$ cat config.mk
export PLATFORM = sky130hd
export DESIGN_NAME = glitch_clock_gen
export DESIGN_NICKNAME = d
export VERILOG_FILES = /design/src/rtl/glitch_gen_pkg.sv /design/src/rtl/glitch_tick_shaper.sv /design/src/rtl/glitch_sequencer.sv /design/src/rtl/glitch_clock_gen.sv
export SDC_FILE = /design/constraint.sdc
export NUM_CORES = 1
export LEC_CHECK = 0
export ABC_AREA = 1
export CAP_MARGIN = 10
export CORE_MARGIN = 4
export CORE_UTILIZATION = 40
export CTS_CLUSTER_SIZE = 16
export DETAILED_ROUTE_END_ITERATION = 10
export DONT_BUFFER_PORTS = 1
export GPL_TIMING_DRIVEN = 0
export PLACE_DENSITY_LB_ADDON = 0.1
export SYNTH_ARGS = -nofsm -noshare
export SYNTH_HDL_FRONTEND = slang
export SYNTH_SLANG_ARGS = --single-unit
$ cat constraint.sdc
create_clock -name clk -period 4.3 [get_ports clk]
set_input_delay 0.215 -clock clk [delete_from_list [all_inputs] [get_ports clk]]
set_output_delay 0.215 -clock clk [all_outputs]
set_load 0.01 [all_outputs]
$ cat src/rtl/glitch_gen_pkg.sv
`timescale 1ns/1ps
package glitch_gen_pkg;
    localparam int unsigned CNT_W_DEF = 24;
    localparam int unsigned LEN_W_DEF = 8;
    localparam int unsigned PER_W_DEF = 8;
    localparam int unsigned BASE_PER_DEF = 90;
    localparam int unsigned FAST_SLOW_DEF = 12;
    localparam int unsigned FAST_QUICK_DEF = 10;

    typedef enum logic {
        SPEED_SLOW  = 1'b0,
        SPEED_QUICK = 1'b1
    } glitch_speed_e;
endpackage

$ cat src/rtl/glitch_tick_shaper.sv
`timescale 1ns/1ps
module glitch_tick_shaper #(
    parameter int unsigned PER_W    = 8,
    parameter int unsigned BASE_PER = 90,
    parameter int unsigned MIN_PER  = 10
) (
    input  logic             clk,
    input  logic             rst_n,
    input  logic [PER_W-1:0] next_per_i,
    output logic             tick_end_o,
    output logic             tclk_o
);
    typedef struct packed {
        logic [PER_W-1:0] ph;
        logic [PER_W-1:0] per;
        logic             tclk;
    } shp_t;

    shp_t shp_d, shp_q;

    always_comb begin
        shp_d = shp_q;
        tick_end_o = (shp_q.ph == shp_q.per - PER_W'(1));
        if (tick_end_o) begin
            shp_d.ph  = '0;
            shp_d.per = next_per_i;
        end else begin
            shp_d.ph = shp_q.ph + PER_W'(1);
        end
        shp_d.tclk = (shp_d.ph < (shp_d.per >> 1));
    end

    always_ff @(posedge clk or negedge rst_n) begin
        if (!rst_n) begin
            shp_q.ph   <= PER_W'(BASE_PER - 1);
            shp_q.per  <= PER_W'(BASE_PER);
            shp_q.tclk <= 1'b0;
        end else begin
            shp_q <= shp_d;
        end
    end

    assign tclk_o = shp_q.tclk;

    // the output only rises at the first cycle of a tick
    p_rise_at_start_r2: assert property (@(posedge clk) disable iff (!rst_n)
        $rose(shp_q.tclk) |-> (shp_q.ph == '0));

    // a tick boundary never loads a period short enough to make a runt
    p_min_period_r10: assert property (@(posedge clk) disable iff (!rst_n)
        tick_end_o |-> (next_per_i >= PER_W'(MIN_PER)));
endmodule

$ cat src/rtl/glitch_sequencer.sv
`timescale 1ns/1ps
module glitch_sequencer
    import glitch_gen_pkg::*;
#(
    parameter int unsigned CNT_W      = 24,
    parameter int unsigned LEN_W      = 8,
    parameter int unsigned PER_W      = 8,
    parameter int unsigned BASE_PER   = 90,
    parameter int unsigned FAST_SLOW  = 12,
    parameter int unsigned FAST_QUICK = 10
) (
    input  logic             clk,
    input  logic             rst_n,
    input  logic             arm_i,
    input  logic [CNT_W-1:0] offset_i,
    input  logic [LEN_W-1:0] len_i,
    input  logic             speed_i,
    input  logic             tick_end_i,
    output logic [PER_W-1:0] next_per_o,
    output logic             done_o
);
    localparam int unsigned IDX_W = CNT_W + 1;

    typedef struct packed {
        logic             armed;
        logic             done;
        logic [IDX_W-1:0] idx;
        logic [IDX_W-1:0] first;
        logic [IDX_W-1:0] stop;
        logic [PER_W-1:0] fper;
    } seq_t;

    seq_t seq_d, seq_q;
    logic in_window;

    always_comb begin
        seq_d = seq_q;
        in_window = seq_q.armed && !seq_q.done &&
                    (seq_q.idx >= seq_q.first) && (seq_q.idx < seq_q.stop);
        next_per_o = in_window ? seq_q.fper : PER_W'(BASE_PER);

        if (arm_i) begin
            seq_d.armed = 1'b1;
            seq_d.done  = 1'b0;
            seq_d.idx   = '0;
            seq_d.first = IDX_W'(offset_i);
            seq_d.stop  = IDX_W'(offset_i) + IDX_W'(len_i) + IDX_W'(1);
            seq_d.fper  = (glitch_speed_e'(speed_i) == SPEED_QUICK)
                          ? PER_W'(FAST_QUICK) : PER_W'(FAST_SLOW);
        end else if (tick_end_i && seq_q.armed && !seq_q.done) begin
            if (seq_q.idx == seq_q.stop) begin
                seq_d.done  = 1'b1;
                seq_d.armed = 1'b0;
            end else begin
                seq_d.idx = seq_q.idx + IDX_W'(1);
            end
        end
    end

    always_ff @(posedge clk or negedge rst_n) begin
        if (!rst_n) begin
            seq_q <= '0;
        end else begin
            seq_q <= seq_d;
        end
    end

    assign done_o = seq_q.done;

    // done only rises on a tick boundary
    p_done_on_boundary_r7: assert property (@(posedge clk) disable iff (!rst_n)
        $rose(seq_q.done) |-> $past(tick_end_i));

    // done holds until the next arm strobe
    p_done_sticky_r7: assert property (@(posedge clk) disable iff (!rst_n)
        (seq_q.done && !arm_i) |=> seq_q.done);

    // arming clears done and restarts the count
    p_arm_clears_r7: assert property (@(posedge clk) disable iff (!rst_n)
        arm_i |=> (!seq_q.done && seq_q.idx == '0));

    // without an active arm the tick count does not move
    p_idle_frozen_r8: assert property (@(posedge clk) disable iff (!rst_n)
        (!seq_q.armed && !arm_i) |=> $stable(seq_q.idx));
endmodule

$ cat src/rtl/glitch_clock_gen.sv
`timescale 1ns/1ps
module glitch_clock_gen
    import glitch_gen_pkg::*;
#(
    parameter int unsigned CNT_W      = CNT_W_DEF,
    parameter int unsigned LEN_W      = LEN_W_DEF,
    parameter int unsigned PER_W      = PER_W_DEF,
    parameter int unsigned BASE_PER   = BASE_PER_DEF,
    parameter int unsigned FAST_SLOW  = FAST_SLOW_DEF,
    parameter int unsigned FAST_QUICK = FAST_QUICK_DEF
) (
    input  logic             clk,
    input  logic             rst_n,
    input  logic             arm_i,
    input  logic [CNT_W-1:0] offset_i,
    input  logic [LEN_W-1:0] len_i,
    input  logic             speed_i,
    output logic             tclk_o,
    output logic             done_o
);
    localparam int unsigned MIN_PER = (FAST_QUICK < FAST_SLOW) ? FAST_QUICK : FAST_SLOW;

    logic [PER_W-1:0] next_per;
    logic             tick_end;

    glitch_sequencer #(
        .CNT_W(CNT_W), .LEN_W(LEN_W), .PER_W(PER_W), .BASE_PER(BASE_PER),
        .FAST_SLOW(FAST_SLOW), .FAST_QUICK(FAST_QUICK)
    ) u_seq (
        .clk(clk), .rst_n(rst_n), .arm_i(arm_i), .offset_i(offset_i),
        .len_i(len_i), .speed_i(speed_i), .tick_end_i(tick_end),
        .next_per_o(next_per), .done_o(done_o)
    );

    glitch_tick_shaper #(
        .PER_W(PER_W), .BASE_PER(BASE_PER), .MIN_PER(MIN_PER)
    ) u_shaper (
        .clk(clk), .rst_n(rst_n), .next_per_i(next_per),
        .tick_end_o(tick_end), .tclk_o(tclk_o)
    );
endmodule

Yosys cells after proc, flatten, opt, wreduce, memory -nomap -nowiden
Cells that the tools add are included.

Eq/ne operators: 3. Mux-type cells: 8. Order comparisons: 3. Reduce and logical (&&, ||, !) cells: 10. $add $sub $neg: 5.

Operators by type and width (number): two-way mux 27 bit (2); adder 25 x 1 -> 25 bit, second input constant (2); adder 24 x 8 -> 25 bit (1); == test 25 bit (1); >= comparator 25 x 24 -> 1 bit (1); less-than comparator 25 bit (1); two-way mux 25 bit (1); two-way mux 8 bit (3); adder 8 x 1 -> 8 bit, second input constant (1); == test 8 bit (1); less-than comparator 8 x 7 -> 1 bit (1); subtractor 8 x 1 -> 8 bit, second input constant (1); logical AND 1 bit (5); AND reduction 2 bit (2); nonzero test 2 bit (2); two-way mux 3 bit (1); two-way mux 2 bit (1); inequality test 2 bit, second input constant (1); logical NOT 1 bit (1).

Flip-flop bits (word level): 101. Output and inout bits: 2. Logic and storage cells: 39.

Longest topological paths before layout
Gate-level depths: netlist of the first run.

Word-level depth: 7. Mapped depth: 21. Gate-level depth less buffers: 21.

By module
Synthesis of the first run repeated with hierarchy kept, for this count alone.

Cells, all modules: 1005. Area, all modules: 7148.1 um^2.

Modules (own cells, without submodules): glitch_sequencer (area an instance 5874.4 um^2, cells an instance 823, times used 1, seq. area each 1976.9 um^2); glitch_tick_shaper (area an instance 1273.7 um^2, cells an instance 182, times used 1, seq. area each 435.4 um^2).

Worst setup path after synthesis of the first run
No wires, ideal clock.

Path kind: register -> register. Start: reg u_shaper.shp_q[2] (netlist name). End: reg u_shaper.shp_q, in the netlist u_shaper.tclk_o. Path buffers: 1. Stages on the path, launching flop included: 17. Clock period less this slack: 2.480 ns. Arrival: 2.403 ns. Slack: 1.820 ns. Path through: dfstp_2 > inv_1 > ha_1 > nand2_1 > nor2_1 > nand2_1 > nand2_1 > nand2_1 > nand2_1 > nor2_4 > nand3_2 > clkbuf_1 > a21oi_1 > ha_1 > a21oi_1 > nand2_1 > a21oi_1.

RTL lines: from (decl) (RTL line glitch_tick_shaper.sv:19) `shp_t shp_d, shp_q;`; from (signal assigned) (RTL line glitch_tick_shaper.sv:39) `shp_q <= shp_d;`.

==> results of run 1 <==
[cell type report]
| class | count | area (sq um) |
|---|---|---|
| Buffer | 17 | 81.33 |
| Clock buffer | 10 | 239.0 |
| Clock inverter | 6 | 91.34 |
| Fill cell | 1645 | 8670 |
| Inverter | 147 | 551.8 |
| Multi-Input combinational cell | 622 | 3610 |
| Sequential cell | 95 | 2387 |
| Tap cell | 216 | 270.3 |
| Timing Repair Buffer | 14 | 157.7 |
[worst max path at each step]
stage          slack, ns  depth (start not counted)               to              start
3_3_place_gp        1.41                         16  u_shaper.tclk_o  u_shaper.shp_q[2]
2_1_floorplan       1.82                         16  u_shaper.tclk_o  u_shaper.shp_q[2]
4_1_cts             1.41                         16  u_shaper.tclk_o  u_shaper.shp_q[2]
6_report            1.46                         16  u_shaper.tclk_o  u_shaper.shp_q[2]
3_5_place_dp        1.44                         16  u_shaper.tclk_o  u_shaper.shp_q[2]
5_1_grt             1.11                         18  u_shaper.tclk_o  u_shaper.shp_q[2]
[power groups by stage]
stage | logic, mW | registers [mW] | clock network, mW
global route | 0.378 | 0.974 | 0.956
floorplan | 0.216 | 0.980 | 0
CTS | 0.334 | 0.969 | 0.921
detailed placement | 0.299 | 0.987 | 0
global placement | 0.299 | 0.986 | 0
finish | 0.328 | 0.969 | 0.900
[kinds of logic (layout without fill, tap and decap cells)]
kind of cell | after synthesis | in the layout
buffers and inverters | 164 | 194
DFF | 95 | 95
adders and majority gates | 67 | 67
and+or+nand+nor | 407 | 407
AOI/OAI and AO/OA | 128 | 128
xor gates and xnor gates | 20 | 20
[timing repair]
item | in CTS | in global routing
hold buffers | 13 | 1
hold endpoints to repair | 106 | 1
resized for setup | 0 | 0
endpoints found under the setup margin | 0 | 0
[synth_stat cells, types with 2 or more instances]
| library cell | n | area, sq um |
|---|---|---|
| dfrtp_1 | 87 | 2177 |
| o31ai_1 | 9 | 67.56 |
| xor2_1 | 12 | 105.1 |
| buf_2 | 2 | 10.01 |
| o21bai_1 | 2 | 15.01 |
| ha_1 | 66 | 825.8 |
| nor2_2 | 3 | 18.77 |
| nor4_1 | 5 | 31.28 |
| o21ai_1 | 5 | 25.02 |
| nor3_1 | 15 | 75.07 |
| o21a_1 | 5 | 37.54 |
| inv_1 | 144 | 540.5 |
| nand2_1 | 220 | 825.8 |
| nand3b_1 | 5 | 37.54 |
| nor2_4 | 3 | 33.78 |
| o211ai_1 | 5 | 37.54 |
| nor2_1 | 71 | 266.5 |
| a21o_1 | 4 | 30.03 |
| buf_6 | 2 | 22.52 |
| a21oi_1 | 34 | 170.2 |
| dfstp_2 | 8 | 210.2 |
| o21ai_2 | 2 | 17.52 |
| nand3_1 | 46 | 230.2 |
| nand4_4 | 2 | 42.54 |
| nor3_2 | 2 | 20.02 |
| xnor2_1 | 8 | 70.07 |
| o22ai_1 | 3 | 18.77 |
| inv_2 | 2 | 7.510 |
| o21ai_0 | 46 | 230.2 |
| o221ai_1 | 5 | 43.79 |
| or2_2 | 5 | 31.28 |
| clkbuf_1 | 12 | 45.04 |
| nand4_1 | 21 | 131.4 |
| a31oi_1 | 2 | 12.51 |
| nand2_2 | 2 | 12.51 |
| nand4_2 | 2 | 25.02 |
[cells in the final DEF, fill, tap and decap left out, types with 8 or more instances in the layout]
master / netlist / routed
nand2_1: 220 / 220
inv_1: 144 / 144
dfrtp_1: 87 / 87
nor2_1: 71 / 71
ha_1: 66 / 66
nand3_1: 46 / 46
o21ai_0: 46 / 46
a21oi_1: 34 / 34
nand4_1: 21 / 21
nor3_1: 15 / 15
dlygate4sd3_1: 0 / 13
xor2_1: 12 / 12
clkbuf_1: 12 / 12
o31ai_1: 9 / 9
clkbuf_16: 0 / 9
xnor2_1: 8 / 8
dfstp_2: 8 / 8
[worst max-delay path: cells and delay by family, from the launching register on]
family / cells / cell delay, ns
AND/OR/NAND/NOR: 9 / 0.83
flip-flops: 1 / 0.54
adder cells (fa/ha/maj): 2 / 0.53
AO/OA/AOI/OAI: 3 / 0.52
buffers and inverters: 2 / 0.35
[registers in the layout, indices dropped and copies added, names as in the netlist]
| register | count |
|---|---|
| u_seq.seq_q | 78 |
| u_shaper.tclk_o | 1 |
| u_seq.done_o | 1 |
| u_shaper.shp_q | 15 |
[per-layer routing]
metal	GRT usage, %	wire [um]	vias to the layer above
met5	0	0	-
met3	2.831	585	25
met4	8.175	448	0
li1	-	-	2935
met2	29.79	7731	104
met1	29.50	9076	2579
==> results.md, run 1 <==
- Net Sw Frac: 27.77%
- Peak supply drop: 211.1 uV
- Die Ht: 136.7 um
- Initial antenna violation count: 0
- Clk pwr share: 41.0%
- Gpl congestion: 0.8641
- CTS root buffer: clkbuf_16
- Worst endpoint required time: 4.58 ns
- Vias per cell: around 5.0
- Vias after detailed routing: ~5600
- Maxcap violations: 0
- Pre-antenna DRT Iters: 5
- Worst-Skew Late Latency: 0.35 ns
- PD cells: around 300 nW/um^2
- Crit path kind: flop to flop
- Status: finished, final reports clean
- Post-synthesis mux area share: 0%
- Worst-path clk slew: around 0.070 ns
- Die W: 136.7 um
- Total power: 2.197 mW
- CTS tree: done
- Sw power: between 0.6 and 0.7 mW
- Total die area: 18700 sq um
- Layout Skew: roughly 0.0074 ns
- Grt ovf: 0
- Reg2Reg Launch Point: u_shaper.shp_q[2]
- Max stage delay on crit path: approximately 0.54 ns
- Number of global-route vias before repair: 5302
- Register share of total power: 44.1%
- Synth cell types: 50
- Reg2Reg Setup Slack: 1.46 ns
- Wire per inst: approximately 16 um
- Worst Setup End Kind: flop
- Core area: 16060 sq um
- Total Routing Usage GR: 20.14%
- Fin area: approximately 7400 sq um
- Crit path top cell by count: nand2_1
- Worst Hold Depth: 2
- Post-Synth Adder-Cell Area: about 13%
- FF+latch count, synth: 95
- CTS max path bufs: 2
- Max Transition Viols Final: 0
- Fraction of layout cells with a size suffix above 1: 6.367%
- Synth Cell Area: 6630 sq um
- Main synth FF type: dfrtp_1
- Crit-path max FO: 10
- Int Power: 1.587 mW
- Post-route minimum period: around 2.8 ns
- Setup slack at placement: 1.436 ns
- Asr flop ratio synth: 100.0%
- H-tree level count: 3
- Post-synthesis xor/xnor area fraction: 2.642%
- CP max-delay cell: dfstp_2
- Finished Layout Cells: 1127
- # clock sinks: 95
- Post-synth EDFFs: 0
- Leakage power: ~3.7 nW
- R2R cell count: 16
- Simple-gate share of the synthesized area: approximately 28%
- Critical Path Source Type: flop
- Initial DRC Count: 305
- Post-DP HPWL: about 14000 um
- First-pass GRT wire length: 28780 um
- CP Cell Sequence: inv_1 > ha_1 > nand2_1 > nor2_1 > nand2_1 > nand2_1 > nand2_1 > nand2_1 > nor2_4 > nand3_2 > clkbuf_1 > a21oi_1 > ha_1 > a21oi_1 > nand2_1 > a21oi_1
- Mapped Cells: 881
- FF-to-FF End: u_shaper.tclk_o
- DRC errors left: 0
- Comb pwr share: 14.9%
- Critical path arrival: 3.12 ns
- Slew @ Worst Pin: 0.8573 ns
- Hold EP: u_seq.seq_q[31]
- Synthesized area per cell: between 7 and 8 sq um
- Area Growth Syn to Fin: 11.44%
- Min-delay src: offset_i[23]
- Setup ws final: 1.456 ns
- Final setup TNS: 0 ns
- Compound-Gate Fraction of Synth Area: between 10 and 15%
- CTS Buf Count: 9
- Number of port buffers: 0
- Post CTS Setup Buffer Count: 0
- Worst min path class: input port to flop
- Nets@finish: slightly above 1000
- Ports: 38
- Post-Place Cells: 1097
- Achievable Freq: 351.6 MHz
- Final hold slack: about 0.011 ns
- Yosys warns: 0
- Fin util: 46.01%
- Setup repair after global routing missed its margin: no
- Setup Viol. Count Final: 0
- Largest family of logic cells by synthesized area: simple AND/OR/NAND/NOR gates
- Row cnt: 46
- Number of hold violations in the final report: 0
- Final period util: 66.14%
- Sequential share of the synthesized area: 36.01%
- Placed inst area: 6900 sq um
- Post-DRT Antenna Nets: 0
- Initial core utilization: between 40 and 50%
- Syn_nets: 984
- Rel. slew slack: 42.84%
- Post-Route WL: 17840 um
- Largest net degree at the start of global routing: 96
- # diodes: 0
Power figures use the tool's default switching activity.
==> run 2: changes to the inputs <==
clock period = 2.8 ns   (was 4.3 ns; I/O delays follow)
==> results.md, run 2 (same netlist as run 1, synthesis figures left out) <==
- Status: finished, final reports clean
- Slew @ Worst Pin: 0.8775 ns (+0.02012 ns)
- Post-route minimum period: 2.554 ns (-0.2896 ns)
- Post-Route WL: 18110 um (+1.5%)
- Crit path max-delay family: simple AND/OR/NAND/NOR gates
- Total Routing Usage GR: 20.34% (+0.20 points)
- Peak supply drop: 326.3 uV (+55%)
- Comb pwr share: 15.7% (+0.8 points)
- Commonest non-fill, non-tap cell in the layout: nand2_1
- Crit path buf inv count: 1 (-1)
- Most flop-heavy register: u_seq.seq_q
- Grt ovf: 0 (unchanged)
- Most frequent cells in the layout: 216 x nand2_1, 142 x inv_1, 79 x dfrtp_1
- Setup Viol. Count Final: 0 (unchanged)
- Worst min path class: input port to flop
- Final setup TNS: 0 ns (unchanged)
- # diodes: 0 (unchanged)
- Vias per cell: 5.003 (about the same)
- Worst Setup End Kind: flop
- Die Ht: 136.7 um (unchanged)
- Area Growth Syn to Fin: 16.04%
- Register share of total power: 43.7% (-0.4 points)
- CP Cell Sequence: ha_1 > nand2_1 > nor3_2 > nand2_1 > nor2_1 > nand2_1 > nand3_2 > nand2_2 > nand2_2 > inv_1 > a21oi_2 > ha_1 > a21oi_1 > nand2_1 > a21oi_1
- Achievable Freq: 391.5 MHz (+11%)
- Total die area: 18700 sq um (unchanged)
- Initial antenna violation count: 0 (unchanged)
- Row cnt: 46 (unchanged)
- Gpl congestion: 0.8641 (unchanged)
- Post-DRT Antenna Nets: 0 (unchanged)
- Max FFs per register: 78 (unchanged)
- First-pass GRT wire length: 29120 um (+1.2%)
- Maxcap violations: 0 (unchanged)
- CTS root buffer: clkbuf_16
- Wire per inst: 15.77 um (-0.37%)
- Rel. slew slack: 41.50% (-1.3 points)
- Crit path top cell by count: nand2_1
- Final period util: 91.23% (+25 points)
- Number of port buffers: 0 (unchanged)
- Vias after detailed routing: 5743 (+1.8%)
- Net Sw Frac: 27.87% (+0.098 points)
- Crit-path max FO: 5 (-5)
- Fraction of layout cells with a size suffix above 1: 10.19% (+3.8 points)
- CTS tree: done
- Total power: 3.407 mW (+55%)
- Die W: 136.7 um (unchanged)
- Worst-Skew Late Latency: 0.36 ns (about the same)
- Post-DP HPWL: 13580 um (unchanged)
- Initial core utilization: 41.29% (unchanged)
- PD cells: 442.9 nW/um^2 (+49%)
- Core area: 16060 sq um (unchanged)
- Largest net degree at the start of global routing: 96 (unchanged)
- # clock sinks: 95 (unchanged)
- Leakage power: 3.810 nW (+2.6%)
- Ports: 38 (unchanged)
- CTS Buf Count: 9 (unchanged)
- Largest registers: u_seq.seq_q x78, u_shaper.shp_q x15
- CP max-delay cell: dfrtp_2
- H-tree level count: 3 (unchanged)
- Number of hold violations in the final report: 0 (unchanged)
- Clk pwr share: 40.6% (-0.4 points)
- Worst-path clk slew: 0.07 ns (about the same)
- Nets@finish: 1030 (+2.1%)
- Max Transition Viols Final: 0 (unchanged)
- Max stage delay on crit path: 0.47 ns (-0.07 ns)
- Critical path arrival: 2.84 ns (-0.28 ns)
- DRC errors left: 0 (unchanged)
- Number of global-route vias before repair: 5384 (+1.5%)
- CTS max path bufs: 2 (unchanged)
- Int Power: 2.458 mW (+55%)
- Worst endpoint required time: 3.08 ns (-1.50 ns)
- Layout Skew: 0.007604 ns (+0.0001694 ns)
- Sw power: 0.9495 mW (+56%)
- Pre-antenna DRT Iters: 4 (-1)
- Initial DRC Count: 299 (-2.0%)
- Crit path kind: flop to flop
- Critical Path Source Type: flop
[run 2: cell types whose count changed in the layout (fill, tap and decap cells not counted), sizes merged]
cell	change
dlygate4sd3	+13
clkbuf	-1
buf	+9
[run 2: final timing paths]
check	start	endpoint	slack [ns]	cells after the start
min in group asynchronous	rst_n	u_seq.seq_q[43]	0.40	2
min	offset_i[14]	u_seq.seq_q[22]	0.009	3
min reg2reg	u_seq.seq_q[84]	u_seq.seq_q[84]	0.48	2
max reg2reg	u_seq.seq_q[80]	u_shaper.tclk_o	0.25	15
max	u_seq.seq_q[80]	u_shaper.tclk_o	0.25	15
max in group asynchronous	rst_n	u_seq.seq_q[82]	1.99	2
[run 2: power groups by stage]
stage	clock network, mW	logic [mW]	registers (mW)
2_1_floorplan	0	0.331	1.51
3_3_place_gp	0	0.459	1.51
3_5_place_dp	0	0.460	1.52
4_1_cts	1.41	0.530	1.49
5_1_grt	1.47	0.615	1.50
6_report	1.38	0.535	1.49
[run 2: layer usage]
| layer | track usage (%) | wire length, um | up-vias |
|---|---|---|---|
| met4 | 8.175 | 439 | 0 |
| li1 | - | - | 2984 |
| met3 | 2.794 | 573 | 21 |
| met5 | 0 | 0 | - |
| met1 | 29.75 | 9202 | 2647 |
| met2 | 30.23 | 7892 | 91 |
[run 2: stage by stage]
| stage | util (%) | instance area (sq um) | instances | setup slack (ns) | hold slack, ns |
|---|---|---|---|---|---|
| 6_report | 47.91 | 7694 | 1148 | 0.2456 | 0.009213 |
| 3_3_place_gp | 42.97 | 6900 | 1097 | -0.08896 | -0.1514 |
| 2_1_floorplan | - | 6630 | 881 | 0.3200 | -0.1556 |
| 3_5_place_dp | 42.97 | 6900 | 1097 | -0.06355 | -0.1511 |
| 4_1_cts | 46.88 | 7527 | 1140 | 0.002604 | 0.001363 |
| 5_1_grt | 47.91 | 7694 | 1148 | -0.0009623 | 0.02463 |
[run 2: worst register-to-register path, delay by kind of cell, from the launching register on]
kind	cells	cell delay [ns]
buffers and inverters	1	0.07
AOI/OAI and AO/OA	3	0.40
adders and majority gates	2	0.61
and+or+nand+nor	9	0.95
DFF	1	0.47
[run 2: area by class of cell]
cell class / count / area [sq um]
buffer: 17 / 85.08
clock buffer: 10 / 239.0
clock inverter: 6 / 91.34
fill: 1621 / 8364
inverter: 147 / 551.8
multi-input combinational: 622 / 3711
sequential: 95 / 2397
tap: 216 / 270.3
timing repair buffer: 35 / 347.8
[run 2: what timing repair did]
action	4_1_cts	5_1_grt
pin swaps	0	4
hold endpoints to repair	132	0
setup buffers	0	8
hold buffers	27	0
gates resized for setup	2	34
endpoints found under the setup margin	1	2
==> run 3: changes to the inputs <==
CORE_UTILIZATION = 45   (was 40)
HOLD_SLACK_MARGIN = 0.08   (was default)
==> results.md, run 3 (same netlist as run 1, synthesis figures left out) <==
- Worst-Skew Late Latency: 0.35 ns (about the same)
- Finished Layout Cells: 1115 (-2.9%)
- Min-delay src: offset_i[17]
- Setup slack at placement: -0.09522 ns (-0.03167 ns)
- Nets@finish: 1030 (unchanged)
- Worst Setup End Kind: flop
- Slew @ Worst Pin: 0.9158 ns (+0.03836 ns)
- DRC errors left: 0 (unchanged)
- Pre-antenna DRT Iters: 5 (+1)
- WL met2: 7891 um (about the same)
- PD cells: 431.8 nW/um^2 (-2.5%)
- CP Cell Sequence: inv_1 > ha_2 > xor2_1 > nand3_1 > nor2_4 > nand3_4 > buf_2 > nand3b_1 > inv_1 > ha_1 > a21oi_1 > nand3_1 > a21oi_2
- Placed inst area: 6860 sq um (-0.58%)
- Post-Place Cells: 1065 (-2.9%)
- Crit-path max FO: 10 (+5)
- # clock sinks: 95 (unchanged)
- CP Depth: 13 (-2)
- Rel. slew slack: 38.95% (-2.6 points)
- Setup ws final: 0.1081 ns (-0.1375 ns)
- Fin util: 52.51% (+4.6 points)
- Max Transition Viols Final: 0 (unchanged)
- Setup crit start: u_shaper.shp_q[2]
- Status: finished, final reports clean
- Max layer used: met4
- Commonest non-fill, non-tap cell in the layout: nand2_1
- Layout Skew: 0.009616 ns (+0.002012 ns)
- H-tree level count: 3 (unchanged)
- Critical Path Source Type: flop
- Die W: 129.4 um (-5.4%)
- Gpl congestion: 0.9186 (+6.3%)
- Vias after detailed routing: 5911 (+2.9%)
- Core area: 14480 sq um (-9.8%)
- CTS Buf Count: 9 (unchanged)
- # diodes: 0 (unchanged)
- Post-Route WL: 18080 um (-0.17%)
- Most frequent cells in the layout: 216 x nand2_1, 143 x inv_1, 76 x dfrtp_1
- Crit path buf inv count: 3 (+2)
- Grt ovf: 0 (unchanged)
- Leakage power: 3.786 nW (-0.63%)
- Initial antenna violation count: 1 (+1)
- Peak supply drop: 256.7 uV (-21%)
- Met1 WL: 8594 um (-6.6%)
- Critical path arrival: 2.98 ns (+0.14 ns)
- Metal3 WL: 1002 um (+75%)
- Worst endpoint required time: 3.08 ns (about the same)
- Max stage delay on crit path: 0.54 ns (+0.07 ns)
- Total die area: 16740 sq um (-10%)
- Wire per inst: 16.21 um (+2.8%)
- Crit path kind: flop to flop
- Post-DRT Antenna Nets: 0 (unchanged)
- Row cnt: 44 (-4.3%)
- Worst-path clk slew: 0.07 ns (about the same)
- Initial core utilization: 45.79% (+4.5 points)
- Max FFs per register: 78 (unchanged)
- R2R cell count: 13 (-2)
- Number of port buffers: 0 (unchanged)
- Most flop-heavy register: u_seq.seq_q
- Number of hold violations in the final report: 0 (unchanged)
- Maxcap violations: 0 (unchanged)
- CP max-delay cell: dfstp_2
- Total Routing Usage GR: 22.29% (+1.9 points)
- Total power: 3.283 mW (-3.6%)
- CTS max path bufs: 2 (unchanged)
- Fin area: 7604 sq um (-1.2%)
- Die Ht: 129.4 um (-5.4%)
- Number of global-route vias before repair: 5650 (+4.9%)
- Achievable Freq: 371.5 MHz (-5.1%)
- CTS tree: done
- Worst Hold Depth: 4 (+1)
- Worst min path class: input port to flop
- CTS root buffer: clkbuf_16
- Setup Viol. Count Final: 0 (unchanged)
- Largest registers: u_seq.seq_q x78, u_shaper.shp_q x15
- Largest net degree at the start of global routing: 96 (unchanged)
- Ports: 38 (unchanged)
- First-pass GRT wire length: 28840 um (-0.97%)
- Area Growth Syn to Fin: 14.68%
- Initial DRC Count: 426 (+42%)
- Fraction of layout cells with a size suffix above 1: 9.774% (-0.42 points)
- Vias per cell: 5.301 (+6.0%)
- Final period util: 96.14% (+4.9 points)
- Setup repair after global routing missed its margin: yes
- Reg2Reg Launch Point: u_shaper.shp_q[2]
- Post-route minimum period: 2.692 ns (+0.1375 ns)
- Post-DP HPWL: 13480 um (-0.74%)
- Crit path max-delay family: simple AND/OR/NAND/NOR gates
[run 3: repair_timing]
action / 4_1_cts / 5_1_grt
resized for setup: 3 / 31
buffers inserted: 1 / 5
pin swaps: 1 / 3
cloned: 0 / 0
hold buffers: 29 / 0
endpoints found under the hold margin: 140 / 0
setup endpoints to repair: 1 / 6
[run 3: layout make-up]
cell class                 count  area, sq um
buffer                        17        82.58
clock buffer                  12        246.5
clock inverter                 3        43.79
fill                        1392         6875
inverter                     147        551.8
multi-input combinational    622         3695
sequential                    95         2401
tap                          184        230.2
timing repair buffer          35        352.8
[run 3: worst reg2reg max path, stage by stage (launching register included)]
cell and delay [ns]:
dfstp_2 0.54, inv_1 0.09, ha_2 0.33, xor2_1 0.15
nand3_1 0.15, nor2_4 0.18, nand3_4 0.13, buf_2 0.22
nand3b_1 0.10, inv_1 0.06, ha_1 0.30, a21oi_1 0.16
nand3_1 0.10, a21oi_2 0.10
[run 3: power breakdown]
group | internal [mW] | leakage (nW) | switching [mW]
combinational | 0.195 | 2.48 | 0.350
clock | 0.713 | 0.143 | 0.535
sequential | 1.45 | 1.17 | 0.0355
[run 3: per-layer routing]
metal / vias to the layer above / GRT usage (%)
met4: 0 / 9.821
met5: - / 0
li1: 2970 / -
met1: 2767 / 32.05
met2: 141 / 33.48
met3: 33 / 3.133
[run 3: worst paths after layout]
kind                              endpoint  slack [ns]
max                        u_shaper.tclk_o        0.11
max reg2reg                u_shaper.tclk_o        0.11
min in group asynchronous  u_seq.seq_q[31]        0.36
min reg2reg                u_seq.seq_q[84]        0.47
max in group asynchronous  u_seq.seq_q[66]        2.02
min                        u_seq.seq_q[27]        0.11
[run 3: stage by stage]
stage | hold WS [ns] | TNS [ns]
2_1_floorplan | -0.1556 | 0
3_3_place_gp | -0.1510 | -0.05787
3_5_place_dp | -0.1506 | -0.09522
4_1_cts | 0.08960 | 0
5_1_grt | 0.1299 | -0.04518
6_report | 0.1103 | 0
